<file path="src/rtl/dcm_pkg.sv">
// Shared definitions for the cache maintenance control register.
// Assumes: command codes are 3 bits wide and only codes 1..3 are defined.
package dcm_pkg;

    typedef enum logic [2:0] {
        MCMD_NONE        = 3'd0,
        MCMD_CLEAN       = 3'd1,
        MCMD_INVAL       = 3'd2,
        MCMD_CLEAN_INVAL = 3'd3
    } mcmd_e;

    // True for a defined range operation
    function automatic logic mcmd_valid(input logic [2:0] code);
        return (code == MCMD_CLEAN) || (code == MCMD_INVAL) ||
               (code == MCMD_CLEAN_INVAL);
    endfunction

endpackage

</file>
<file path="src/rtl/dcm_trig_bit.sv">
// Self-clearing request bit with a trigger pulse.
// The bit sets on a qualified write of 1. It clears when the busy input
// is seen rising. If a set and a clear land in the same cycle, the set wins.
// Assumes: busy comes from the engine and is synchronous to clk.
module dcm_trig_bit (
    input  logic clk,
    input  logic rst_n,
    input  logic wr_one,
    input  logic set_ok,
    input  logic busy,
    output logic bit_q,
    output logic pulse_q
);
    logic busy_d;
    logic set_now;

    // Qualified set request
    assign set_now = wr_one & set_ok;

    // Request bit, busy history and one-cycle trigger
    always_ff @(posedge clk) begin
        if (!rst_n) begin
            bit_q   <= 1'b0;
            busy_d  <= 1'b0;
            pulse_q <= 1'b0;
        end else begin
            busy_d  <= busy;
            pulse_q <= set_now & ~bit_q;
            if (set_now)
                bit_q <= 1'b1;
            else if (busy & ~busy_d)
                bit_q <= 1'b0;
        end
    end
endmodule

</file>
<file path="src/rtl/dcm_cmd_reg.sv">
// Range-maintenance command field. It is writable only while no range
// operation is running. It also reports whether the held code is defined.
// Assumes: busy is synchronous to clk.
module dcm_cmd_reg #(
    parameter int CMD_W = 3
) (
    input  logic             clk,
    input  logic             rst_n,
    input  logic             wr,
    input  logic             busy,
    input  logic [CMD_W-1:0] wdata,
    output logic [CMD_W-1:0] cmd_q,
    output logic             cmd_ok
);
    import dcm_pkg::*;

    // Held code, frozen while busy
    always_ff @(posedge clk) begin
        if (!rst_n)
            cmd_q <= '0;
        else if (wr && !busy)
            cmd_q <= wdata;
    end

    // Validity of the already-held code
    assign cmd_ok = mcmd_valid(cmd_q);
endmodule

</file>
<file path="src/rtl/dcm_mon_ctl.sv">
// Enable and reset control for a set of event monitors.
// Enables are plain storage. Resets are one-cycle pulses made from a write.
// Assumes: each monitor counter samples its reset on the next clock edge.
module dcm_mon_ctl #(
    parameter int NUM_MON = 4
) (
    input  logic               clk,
    input  logic               rst_n,
    input  logic               wr,
    input  logic [NUM_MON-1:0] en_wdata,
    input  logic [NUM_MON-1:0] rst_wdata,
    output logic [NUM_MON-1:0] en_q,
    output logic [NUM_MON-1:0] rst_q
);
    for (genvar m = 0; m < NUM_MON; m++) begin : g_mon
        // Per-monitor enable storage and reset pulse
        always_ff @(posedge clk) begin
            if (!rst_n) begin
                en_q[m]  <= 1'b0;
                rst_q[m] <= 1'b0;
            end else begin
                rst_q[m] <= wr & rst_wdata[m];
                if (wr)
                    en_q[m] <= en_wdata[m];
            end
        end
    end
endmodule

</file>
<file path="src/rtl/dcache_maint_ctrl.sv">
// Cache maintenance control word.
// Gates software writes with the enable and busy conditions, raises trigger
// pulses toward the cache engine, holds the monitor and burst settings.
// Layout: request bits at 0..1, then command, monitor enables, monitor
// resets, burst select, packed upward.
// Assumes: status inputs are synchronous to clk.
module dcache_maint_ctrl #(
    parameter int CMD_W   = 3,
    parameter int NUM_MON = 4,
    localparam int CMD_LSB   = 2,
    localparam int MEN_LSB   = CMD_LSB + CMD_W,
    localparam int MRST_LSB  = MEN_LSB + NUM_MON,
    localparam int BURST_BIT = MRST_LSB + NUM_MON,
    localparam int REG_W     = BURST_BIT + 1
) (
    input  logic               clk,
    input  logic               rst_n,
    input  logic               bus_wr,
    input  logic [REG_W-1:0]   bus_wdata,
    output logic [REG_W-1:0]   bus_rdata,
    input  logic               cache_en,
    input  logic               inval_busy,
    input  logic               cmd_busy,
    output logic               inval_pulse,
    output logic               start_pulse,
    output logic [CMD_W-1:0]   cmd_code,
    output logic [NUM_MON-1:0] mon_en,
    output logic [NUM_MON-1:0] mon_rst,
    output logic               rd_burst_wrap
);
    logic inval_q;
    logic start_q;
    logic cmd_ok;
    logic start_ok;

    // Start gate uses the code held before this write
    assign start_ok = cache_en & ~cmd_busy & ~inval_busy & cmd_ok;

    dcm_trig_bit u_inval (
        .clk     (clk),
        .rst_n   (rst_n),
        .wr_one  (bus_wr & bus_wdata[0]),
        .set_ok  (cache_en),
        .busy    (inval_busy),
        .bit_q   (inval_q),
        .pulse_q (inval_pulse)
    );

    dcm_trig_bit u_start (
        .clk     (clk),
        .rst_n   (rst_n),
        .wr_one  (bus_wr & bus_wdata[1]),
        .set_ok  (start_ok),
        .busy    (cmd_busy),
        .bit_q   (start_q),
        .pulse_q (start_pulse)
    );

    dcm_cmd_reg #(.CMD_W(CMD_W)) u_cmd (
        .clk    (clk),
        .rst_n  (rst_n),
        .wr     (bus_wr),
        .busy   (cmd_busy),
        .wdata  (bus_wdata[MEN_LSB-1:CMD_LSB]),
        .cmd_q  (cmd_code),
        .cmd_ok (cmd_ok)
    );

    dcm_mon_ctl #(.NUM_MON(NUM_MON)) u_mon (
        .clk       (clk),
        .rst_n     (rst_n),
        .wr        (bus_wr),
        .en_wdata  (bus_wdata[MRST_LSB-1:MEN_LSB]),
        .rst_wdata (bus_wdata[BURST_BIT-1:MRST_LSB]),
        .en_q      (mon_en),
        .rst_q     (mon_rst)
    );

    // Read-burst type select
    always_ff @(posedge clk) begin
        if (!rst_n)
            rd_burst_wrap <= 1'b0;
        else if (bus_wr)
            rd_burst_wrap <= bus_wdata[BURST_BIT];
    end

    // Readback word; monitor resets always read 0
    always_comb begin
        bus_rdata                          = '0;
        bus_rdata[0]                       = inval_q;
        bus_rdata[1]                       = start_q;
        bus_rdata[MEN_LSB-1:CMD_LSB]       = cmd_code;
        bus_rdata[MRST_LSB-1:MEN_LSB]      = mon_en;
        bus_rdata[BURST_BIT]               = rd_burst_wrap;
    end
endmodule

</file>
<file path="config.mk">
export PLATFORM = sky130hd
export DESIGN_NAME = dcache_maint_ctrl
export DESIGN_NICKNAME = d
export VERILOG_FILES = /design/src/rtl/dcm_pkg.sv /design/src/rtl/dcm_trig_bit.sv /design/src/rtl/dcm_cmd_reg.sv /design/src/rtl/dcm_mon_ctl.sv /design/src/rtl/dcache_maint_ctrl.sv
export SDC_FILE = /design/constraint.sdc
export NUM_CORES = 1
export LEC_CHECK = 0
export ABC_AREA = 1
export BUFFER_PORTS_ARGS = -buffer_cell sky130_fd_sc_hd__buf_2
export CAP_MARGIN = 20
export CORE_MARGIN = 2
export CORE_UTILIZATION = 46
export CTS_BUF_LIST = sky130_fd_sc_hd__clkbuf_4 sky130_fd_sc_hd__clkbuf_8
export DETAILED_ROUTE_END_ITERATION = 8
export GPL_ROUTABILITY_DRIVEN = 1
export PLACE_DENSITY = 0.84
export SETUP_SLACK_MARGIN = 0.4
export SKIP_LAST_GASP = 1
export SLEW_MARGIN = 0
export SYNTH_ARGS = -nofsm -noshare
export SYNTH_HDL_FRONTEND = slang
export SYNTH_SLANG_ARGS = --single-unit
export TNS_END_PERCENT = 30
</file>
<file path="constraint.sdc">
create_clock -name clk -period 2.09 [get_ports clk]
set_clock_uncertainty 0.05 [all_clocks]
set_input_delay 0.3135 -clock clk [delete_from_list [all_inputs] [get_ports clk]]
set_output_delay 0.3135 -clock clk [all_outputs]
set_load 0.03 [all_outputs]
</file>
==> flow_summary.ini, run 1 <==
[global_route]
track_usage_pct = 14.5
grt_pass1_vias = 521
grt_pass1_wl_um = 2070
grt_max_degree = 15
grt.overflow.total = 0
antenna_found_initial = 0

[pwr]
pwr-share-comb_pct = 19.4
power_frac_seq_pct = 50.8
finalPower_w = 0.000727
power_frac_clock_pct = 29.7
p_int_w = 0.000508
p_leak_nw = 0.537
p_sw_w = 0.000219
peakVddDrop_mv = 0.369
power.density_nw_per_um2 = 811
power_switching_share_pct = 30.2

[clock_network]
cts_tree = built
cts.sinks = 18
cts_buffer_depth = 2
path_clk_slew_ns = 0.11
numCtsBuffers = 3
cts_setup_buffers = 0
cts_resized = 0
htreeDepth = 1
clk_latency_ns = 0.30
cts_root_buf = clkbuf_4
holdBufCountCts = 0

[yosys]
seq_area_frac_synth_pct = 48.8
syn_inst = 92
netlist_area_um2 = 738
yosysUniqueCellTypes = 17
ys_ff_latch = 18
postSynthAreaPerCell_um2 = 8.02
yosysWarnings = 0

[drt]
num_vias = 641
first_iter_violations = 14
ant_nets = 0
drc = 0
routed_wl_um = 1450
post_drt_wl_per_cell_um = 10.2
drt_pass1_iterations = 4
viasPerCell = 4.51

[timing]
rsz0062_at_grt = no
period_minus_slack_ns = 1.25
slew_viol_final = 0
finalCritPeriodShare_pct = 60.0
fmax_mhz = 798
tns_ns = 0
hold_violations = 0
setup_viol = 0

[min_path]
hold_depth = 3
min_from = inval_busy
hold_path_class = in2reg

[final_layout]
final_cell_mix = buf_2 (43), nor2_1 (21), dfxtp_1 (18)
seqCellArea_um2 = 360
antenna_cells = 0
final_common_cell = buf_2
nFillCells = 158
drive_above_1_share_pct = 41.3
multi_input_area_um2 = 216
nets = 147
final_util_pct = 59.6
area_delta_synth_final_pct = 21.5
design_area_um2 = 897

[setup_path]
reg2reg_from = u_cmd.cmd_q[2]$_SDFFE_PN0P_
cp-startpoint = u_cmd.cmd_q[1]$_SDFFE_PN0P_
crit_family = flip-flops
slowest_stage = dfxtp_1
start_kind = flop
criticalPathCategory = reg2out
critPathMaxFanout = 4
arrival_ns = 0.89
crit_buf_inv = 1
end_kind = output pin
path_depth = 1
cp_cell_sequence = buf_2
required_ns = 1.73
max_stage_delay_ns = 0.38
reg2reg_depth = 5

[floorplanning]
die_w_um = 44.1
core_um2 = 1510
initial_utilization_pct = 49.0
die-height_um = 44.1
io_pins = 48
rows = 14
die-area_um2 = 1940

[placed_design]
place_congestion = 0.736
place.port_buffers = 43
dp_hpwl_um = 1150
placed_area_um2 = 861

[status]
status = finished, final reports clean

[job]
drv_cap = 0
flip-flops by register name (all words and copies together), names as in the netlist:
signal,flops
u_mon.en_q,4
u_mon.rst_q,4
u_cmd.cmd_q,3
rd_burst_wrap,1
u_inval.bit_q,1
u_inval.busy_d,1
u_inval.pulse_q,1
u_start.bit_q,1
u_start.busy_d,1
u_start.pulse_q,1
metal layers:
layer / vias up / share of wire, % / wire length, um / track usage, %
li1: 327 / - / - / -
met1: 284 / 43 / 617 / 18.0
met2: 28 / 49 / 708 / 23.2
met3: 2 / 6.9 / 100 / 2.45
met4: 0 / 1.5 / 21 / 9.09
met5: - / 0 / 0 / 0
synth_stat cells:
master / count / area share, %
nor3_1: 1 / 0.68
nand3_2: 1 / 1.4
conb_1: 1 / 0.51
nand2_4: 1 / 1.5
dfxtp_1: 18 / 49
buf_6: 1 / 1.5
nand3_1: 1 / 0.68
nor2_2: 1 / 0.85
buf_4: 15 / 15
inv_1: 11 / 5.6
o21ai_1: 3 / 2.0
o211ai_1: 1 / 1.0
o21ai_0: 6 / 4.1
nor2_1: 21 / 11
a21oi_1: 2 / 1.4
nand2_1: 6 / 3.1
inv_2: 2 / 1.0
logic make-up after synthesis:
| logic type | synth area share [%] |
|---|---|
| compound gates | 8.47 |
| buf+inv | 23.4 |
| flops | 48.8 |
| other cells | 0.508 |
| simple gates | 18.8 |
final cells by class:
type                    instances  share of cell area [%]
clock buffers                   4                    4.04
multi-input cells              48                    24.1
well taps                      16                    2.23
inverters                      13                    5.44
repair buffers                 43                    24.0
flip-flops and latches         18                    40.2
path summary, 6_finish.rpt:
kind	slack, ns	endpoint
worst max-delay path	0.84	cmd_code[1]
worst min-delay path	0.16	u_inval.busy_d$_SDFF_PN0_
worst max register to register	1.23	u_start.pulse_q$_SDFF_PN0_
worst min register to register	0.41	u_start.pulse_q$_SDFF_PN0_
power groups by stage:
stage	Sequential [W]	Clock [W]	Combinational (W)
after floorplan	0.000405	0	0.0000885
after global placement	0.000377	0	0.000140
after detailed placement	0.000378	0	0.000141
after CTS	0.000370	0.000214	0.000142
after global routing	0.000371	0.000224	0.000151
final	0.000370	0.000216	0.000141
per-stage QoR:
step | hold slack [ns] | worst slack [ns] | std cells
final | 0.160 | 0.837 | 142
after global routing | 0.175 | 0.798 | 142
after CTS | 0.158 | 0.831 | 142
after detailed placement | 0.403 | 1.08 | 138
after global placement | 0.376 | 1.12 | 138
after floorplan | 0.357 | 0.988 | 95
(Power assumes the default switching activity.)
==> run 2: changes to the inputs <==
ABC_AREA = 0   (was 1)
CORE_UTILIZATION = 42   (was 46)
PLACE_DENSITY = 0.78   (was 0.84)
clock period = 1.2 ns   (was 2.09 ns; I/O delays follow)
==> flow_summary.ini, run 2 <==
[yosys]
ys_ff_latch = 18
async_flop_share_pct = 0
postSynthAreaPerCell_um2 = 10.6
yosysWarnings = 0
synth-adder-area-share_pct = 0
netlist.top_cell.by_area = dfxtp_1
syn_inst = 70
synth_top_family_by_area = simple AND/OR/NAND/NOR gates
synth_edf_count = 0
seq_area_frac_synth_pct = 48.4
synth-main-ff-cell = dfxtp_1
yosysTopAreaCellShare_pct = 48.4
synth-simple-area-share_pct = 18.7
synth_common_cells = dfxtp_1 (18), buf_4 (15), mux2i_1 (8), nor2b_1 (8), and3_1 (4)
muxShareOfSynthArea_pct = 10.8
synth-compound-area-share_pct = 5.04
synth_area_leaders = dfxtp_1 (48%), buf_4 (15%), mux2i_1 (11%)
netlist_area_um2 = 744
synth_most_common_cell = dfxtp_1
yosysUniqueCellTypes = 19
synth_xor_xnor_area_share_pct = 0

[timing]
setup_slack_ns = 0.177
fmax_mhz = 977
hold_violations = 0
rsz0062_at_grt = yes
setup_viol = 0
finalCritPeriodShare_pct = 85.3
slew_viol_final = 0
period_minus_slack_ns = 1.02
tns_ns = 0

[job]
drv_cap = 0

[setup_path]
cp_cell_sequence = buf_6
crit_family = flip-flops
r2r_end = u_start.pulse_q$_SDFF_PN0_
critPathMaxFanout = 4
cp-startpoint = u_cmd.cmd_q[2]$_SDFFE_PN0P_
crit_buf_inv = 1
reg2reg_slack_ns = 0.20
reg2reg_depth = 3
end_kind = output pin
start_kind = flop
max_stage_delay_ns = 0.38
reg2reg_from = u_cmd.cmd_q[2]$_SDFFE_PN0P_
required_ns = 0.97
arrival_ns = 0.79
slowest_stage = dfxtp_4
criticalPathCategory = reg2out

[placed_design]
pre_cts_ws_ns = 0.218
place.port_buffers = 43
place_congestion = 0.713

[floorplanning]
initial_utilization_pct = 44.1
die-area_um2 = 2130
core_um2 = 1690
rows = 15
die_w_um = 46.1
io_pins = 48
die-height_um = 46.1

[global_route]
grt_max_degree = 19
met3_usage_pct = 2.75
grt.overflow.total = 0
met1_usage_pct = 16.1
grt_pass1_vias = 484
antenna_found_initial = 0
met2_usage_pct = 25.8
track_usage_pct = 14.7
grt_pass1_wl_um = 2150
grt_busiest_layer = met2

[final_layout]
nets = 128
top_regs = u_mon.en_q: 4 flops, u_mon.rst_q: 4 flops, u_cmd.cmd_q: 3 flops
final_common_cell = buf_2
antenna_cells = 0
drive_above_1_share_pct = 61.7
area_delta_synth_final_pct = 43.2
final_cell_mix = buf_2 (22), buf_6 (15), buf_4 (9), dfxtp_2 (9)

[clock_network]
htreeDepth = 1
cts_buffer_depth = 2
cts_tree = built
path_clk_slew_ns = 0.10
cts_root_buf = clkbuf_4
holdBufCountCts = 0
clk_latency_ns = 0.28
numCtsBuffers = 3
cts.sinks = 18

[min_path]
min_to = u_start.busy_d$_SDFF_PN0_
hold_depth = 2
hold_path_class = in2reg
min_from = cmd_busy

[drt]
routed_wl_um = 1440
post_drt_wl_per_cell_um = 11.6
drc = 0
ant_nets = 0
drt_pass1_iterations = 4
first_iter_violations = 1
num_vias = 572
viasPerCell = 4.61

[pwr]
power.density_nw_per_um2 = 1180
p_leak_nw = 0.539
peakVddDrop_mv = 0.569

[status]
status = finished, final reports clean
-- run 2: worst max path at each step --
stage / cells after the start / slack [ns] / end
after CTS: 1 / 0.17 / bus_rdata[8]
after floorplan: 3 / 0.22 / u_start.pulse_q$_SDFF_PN0_
after global placement: 4 / 0.23 / u_cmd.cmd_q[1]$_SDFFE_PN0P_
after global routing: 3 / 0.12 / u_start.pulse_q$_SDFF_PN0_
after detailed placement: 4 / 0.22 / u_cmd.cmd_q[2]$_SDFFE_PN0P_
final: 1 / 0.18 / cmd_code[2]
-- run 2: power breakdown --
group	internal, W	switching [W]	leakage (nW)
Sequential	0.000623	0.0000192	0.153
Clock	0.000184	0.000173	0.0210
Combinational	0.000115	0.000145	0.364
Total	0.000923	0.000337	0.539
-- run 2: through the flow --
stage / cells / area [um2] / total power (W) / utilization [%] / hold slack (ns)
CTS: 124 / 1040 / 0.00127 / 61.9 / 0.0603
floorplan: 73 / 767 / 0.000825 / - / 0.252
detailed placement: 118 / 895 / 0.000871 / 53.0 / 0.361
finish: 124 / 1070 / 0.00126 / 63.1 / 0.0683
global placement: 118 / 895 / 0.000869 / 53.0 / 0.354
global route: 124 / 1070 / 0.00132 / 63.1 / 0.0700
-- run 2: cell type report --
cell class                      instances  area (um2)
Clock buffer                            4        36.3
Fill cell                             134         623
Inverter                                2        7.51
Multi-Input combinational cell         37         272
Sequential cell                        18         383
Tap cell                               17        21.3
Timing Repair Buffer                   46         347
-- run 2: worst reg2reg max path: cells and delay by family, from the launching register on --
family	cells	cell delay, ns
AND/OR/NAND/NOR	2	0.42
flip-flops	1	0.37
AO/OA/AOI/OAI	1	0.09
-- run 2: cell families after synthesis --
| group | count (synthesis) |
|---|---|
| DFF | 18 |
| buffers and inverters | 18 |
| other | 1 |
| AOI/OAI and AO/OA | 5 |
| muxes | 8 |
| and+or+nand+nor | 20 |
-- run 2: timing repair --
action | in CTS | in global routing
gates resized for setup | 37 | 11
gates cloned | 0 | 0
buffers inserted | 2 | 0
pin swaps | 0 | 2
hold endpoints to repair | 0 | 0
endpoints found under the setup margin | 26 | 27
-- run 2: routing by layer --
metal  routed length, um  share of wire [%]
met5                   0                  0
met2                 810                 56
met3                  79                5.5
met1                 531                 37
met4                  17                1.2
==> run 3: changes to the inputs <==
BUFFER_PORTS_ARGS = -buffer_cell sky130_fd_sc_hd__buf_4   (was -buffer_cell sky130_fd_sc_hd__buf_2)
CORE_ASPECT_RATIO = 1.5   (was unset)
CORE_MARGIN = 3   (was 2)
CORE_UTILIZATION = 38   (was 42)
PLACE_DENSITY = 0.74   (was 0.78)
clock period = 0.94 ns   (was 1.2 ns; I/O delays follow)
==> flow_summary.ini, run 3 (same netlist as run 2, synthesis figures left out) <==
[final_layout]
top_regs = u_mon.en_q: 4 flops, u_mon.rst_q: 4 flops, u_cmd.cmd_q: 3 flops
drive_above_1_share_pct = 60.6
area_delta_synth_final_pct = 54.8
multi_input_area_um2 = 272
antenna_cells = 0
nets = 131
design_area_um2 = 1150
final_cell_mix = buf_4 (32), buf_6 (17)
seqCellArea_um2 = 393
final_common_cell = buf_4
nFillCells = 170

[setup_path]
arrival_ns = 0.87
required_ns = 0.75
start_kind = flop
critPathMaxFanout = 3
end_kind = output pin
criticalPathCategory = reg2out

[clock_network]
path_clk_slew_ns = 0.09
cts.sinks = 18
cts_root_buf = clkbuf_4
cts_tree = built
htreeDepth = 1
numCtsBuffers = 3
clk_latency_ns = 0.28
cts_buffer_depth = 2
holdBufCountCts = 0

[floorplanning]
rows = 19
die_w_um = 42.1
initial_utilization_pct = 40.1
io_pins = 48
die-area_um2 = 2540
die-height_um = 60.2
core_um2 = 1850

[global_route]
track_usage_pct = 13.0
grt_pass1_wl_um = 2480
antenna_found_initial = 0
grt_max_degree = 19
grt_pass1_vias = 587
grt.overflow.total = 0

[drt]
routed_wl_um = 1540
post_drt_wl_per_cell_um = 11.8
viasPerCell = 4.39
num_vias = 571
drc = 0
drt_pass1_iterations = 4
first_iter_violations = 6
ant_nets = 0

[placed_design]
placed_area_um2 = 1030
place.port_buffers = 43
dp_hpwl_um = 1180
place_congestion = 0.666

[timing]
fmax_mhz = 940
setup_slack_ns = -0.124
rsz0062_at_grt = yes
slew_viol_final = 0
setup_viol = 25
period_minus_slack_ns = 1.06
tns_ns = -0.844
hold_violations = 0
finalCritPeriodShare_pct = 113

[job]
drv_cap = 0

[min_path]
hold_path_class = in2reg

[pwr]
p_leak_nw = 0.568
peakVddDrop_mv = 0.764
power.density_nw_per_um2 = 1340

[status]
status = complete, but fails checks
failed_checks = setup timing
run 3: cell types whose count changed in the layout (fill, tap and decap cells not counted):
| cell | previous run | this run |
|---|---|---|
| buf_2 | 22 | 0 |
| buf_6 | 15 | 17 |
| dfxtp_1 | 6 | 8 |
| a21boi_1 | 0 | 1 |
| buf_4 | 9 | 32 |
| a21boi_0 | 2 | 1 |
| dfxtp_2 | 9 | 2 |
| clkbuf_8 | 1 | 0 |
| dfxtp_4 | 3 | 8 |
run 3: final timing paths:
path                                from                    endpoint  slack (ns)  cells past startpoint
max          u_cmd.cmd_q[2]$_SDFFE_PN0P_                 cmd_code[2]       -0.12                      2
min                             cmd_busy   u_start.busy_d$_SDFF_PN0_        0.03                      2
max reg2reg  u_cmd.cmd_q[2]$_SDFFE_PN0P_  u_start.pulse_q$_SDFF_PN0_       -0.03                      3
min reg2reg   u_inval.bit_q$_SDFFE_PN0P_  u_inval.pulse_q$_SDFF_PN0_        0.46                      2
run 3: report_power, final:
| group | total [W] | switching (W) | internal, W |
|---|---|---|---|
| clock | 0.000360 | 0.000211 | 0.000149 |
| sequential | 0.000811 | 0.0000243 | 0.000787 |
| combinational | 0.000370 | 0.000188 | 0.000181 |
| total | 0.00154 | 0.000424 | 0.00112 |
run 3: metal layers:
| metal | track usage, % | vias up | share of wire, % |
|---|---|---|---|
| met5 | 0 | - | 0 |
| met1 | 13.8 | 249 | 37 |
| met3 | 1.51 | 4 | 7.6 |
| met2 | 22.8 | 26 | 52 |
| li1 | - | 292 | - |
| met4 | 10.7 | 0 | 2.9 |
run 3: cell type report:
class / instances / share of cell area [%]
clock buffer: 3 / 1.95
multi-input combinational: 37 / 23.6
inverter: 2 / 0.651
timing repair buffer: 49 / 37.5
sequential: 18 / 34.1
tap: 21 / 2.28
run 3: through the flow:
step / hold WS [ns] / power (W) / setup WS (ns) / std cells / utilization (%)
global placement: 0.311 / 0.00116 / 0.00331 / 123 / 55.7
floorplan: 0.213 / 0.00106 / -0.0449 / 73 / -
global route: 0.0161 / 0.00164 / -0.167 / 130 / 62.1
detailed placement: 0.320 / 0.00116 / -0.0269 / 123 / 55.7
finish: 0.0284 / 0.00154 / -0.124 / 130 / 62.1
CTS: 0.0182 / 0.00155 / -0.137 / 130 / 60.9
run 3: timing repair:
item | 4_1_cts | 5_1_grt
setup endpoints to repair | 36 | 36
pin swaps | 0 | 2
gates resized for setup | 13 | 7
setup buffers | 4 | 0
run 3: critical path, stage by stage, from the launching register on:
cell	delay, ns
dfxtp_4	0.35
buf_6	0.11
buf_6	0.13
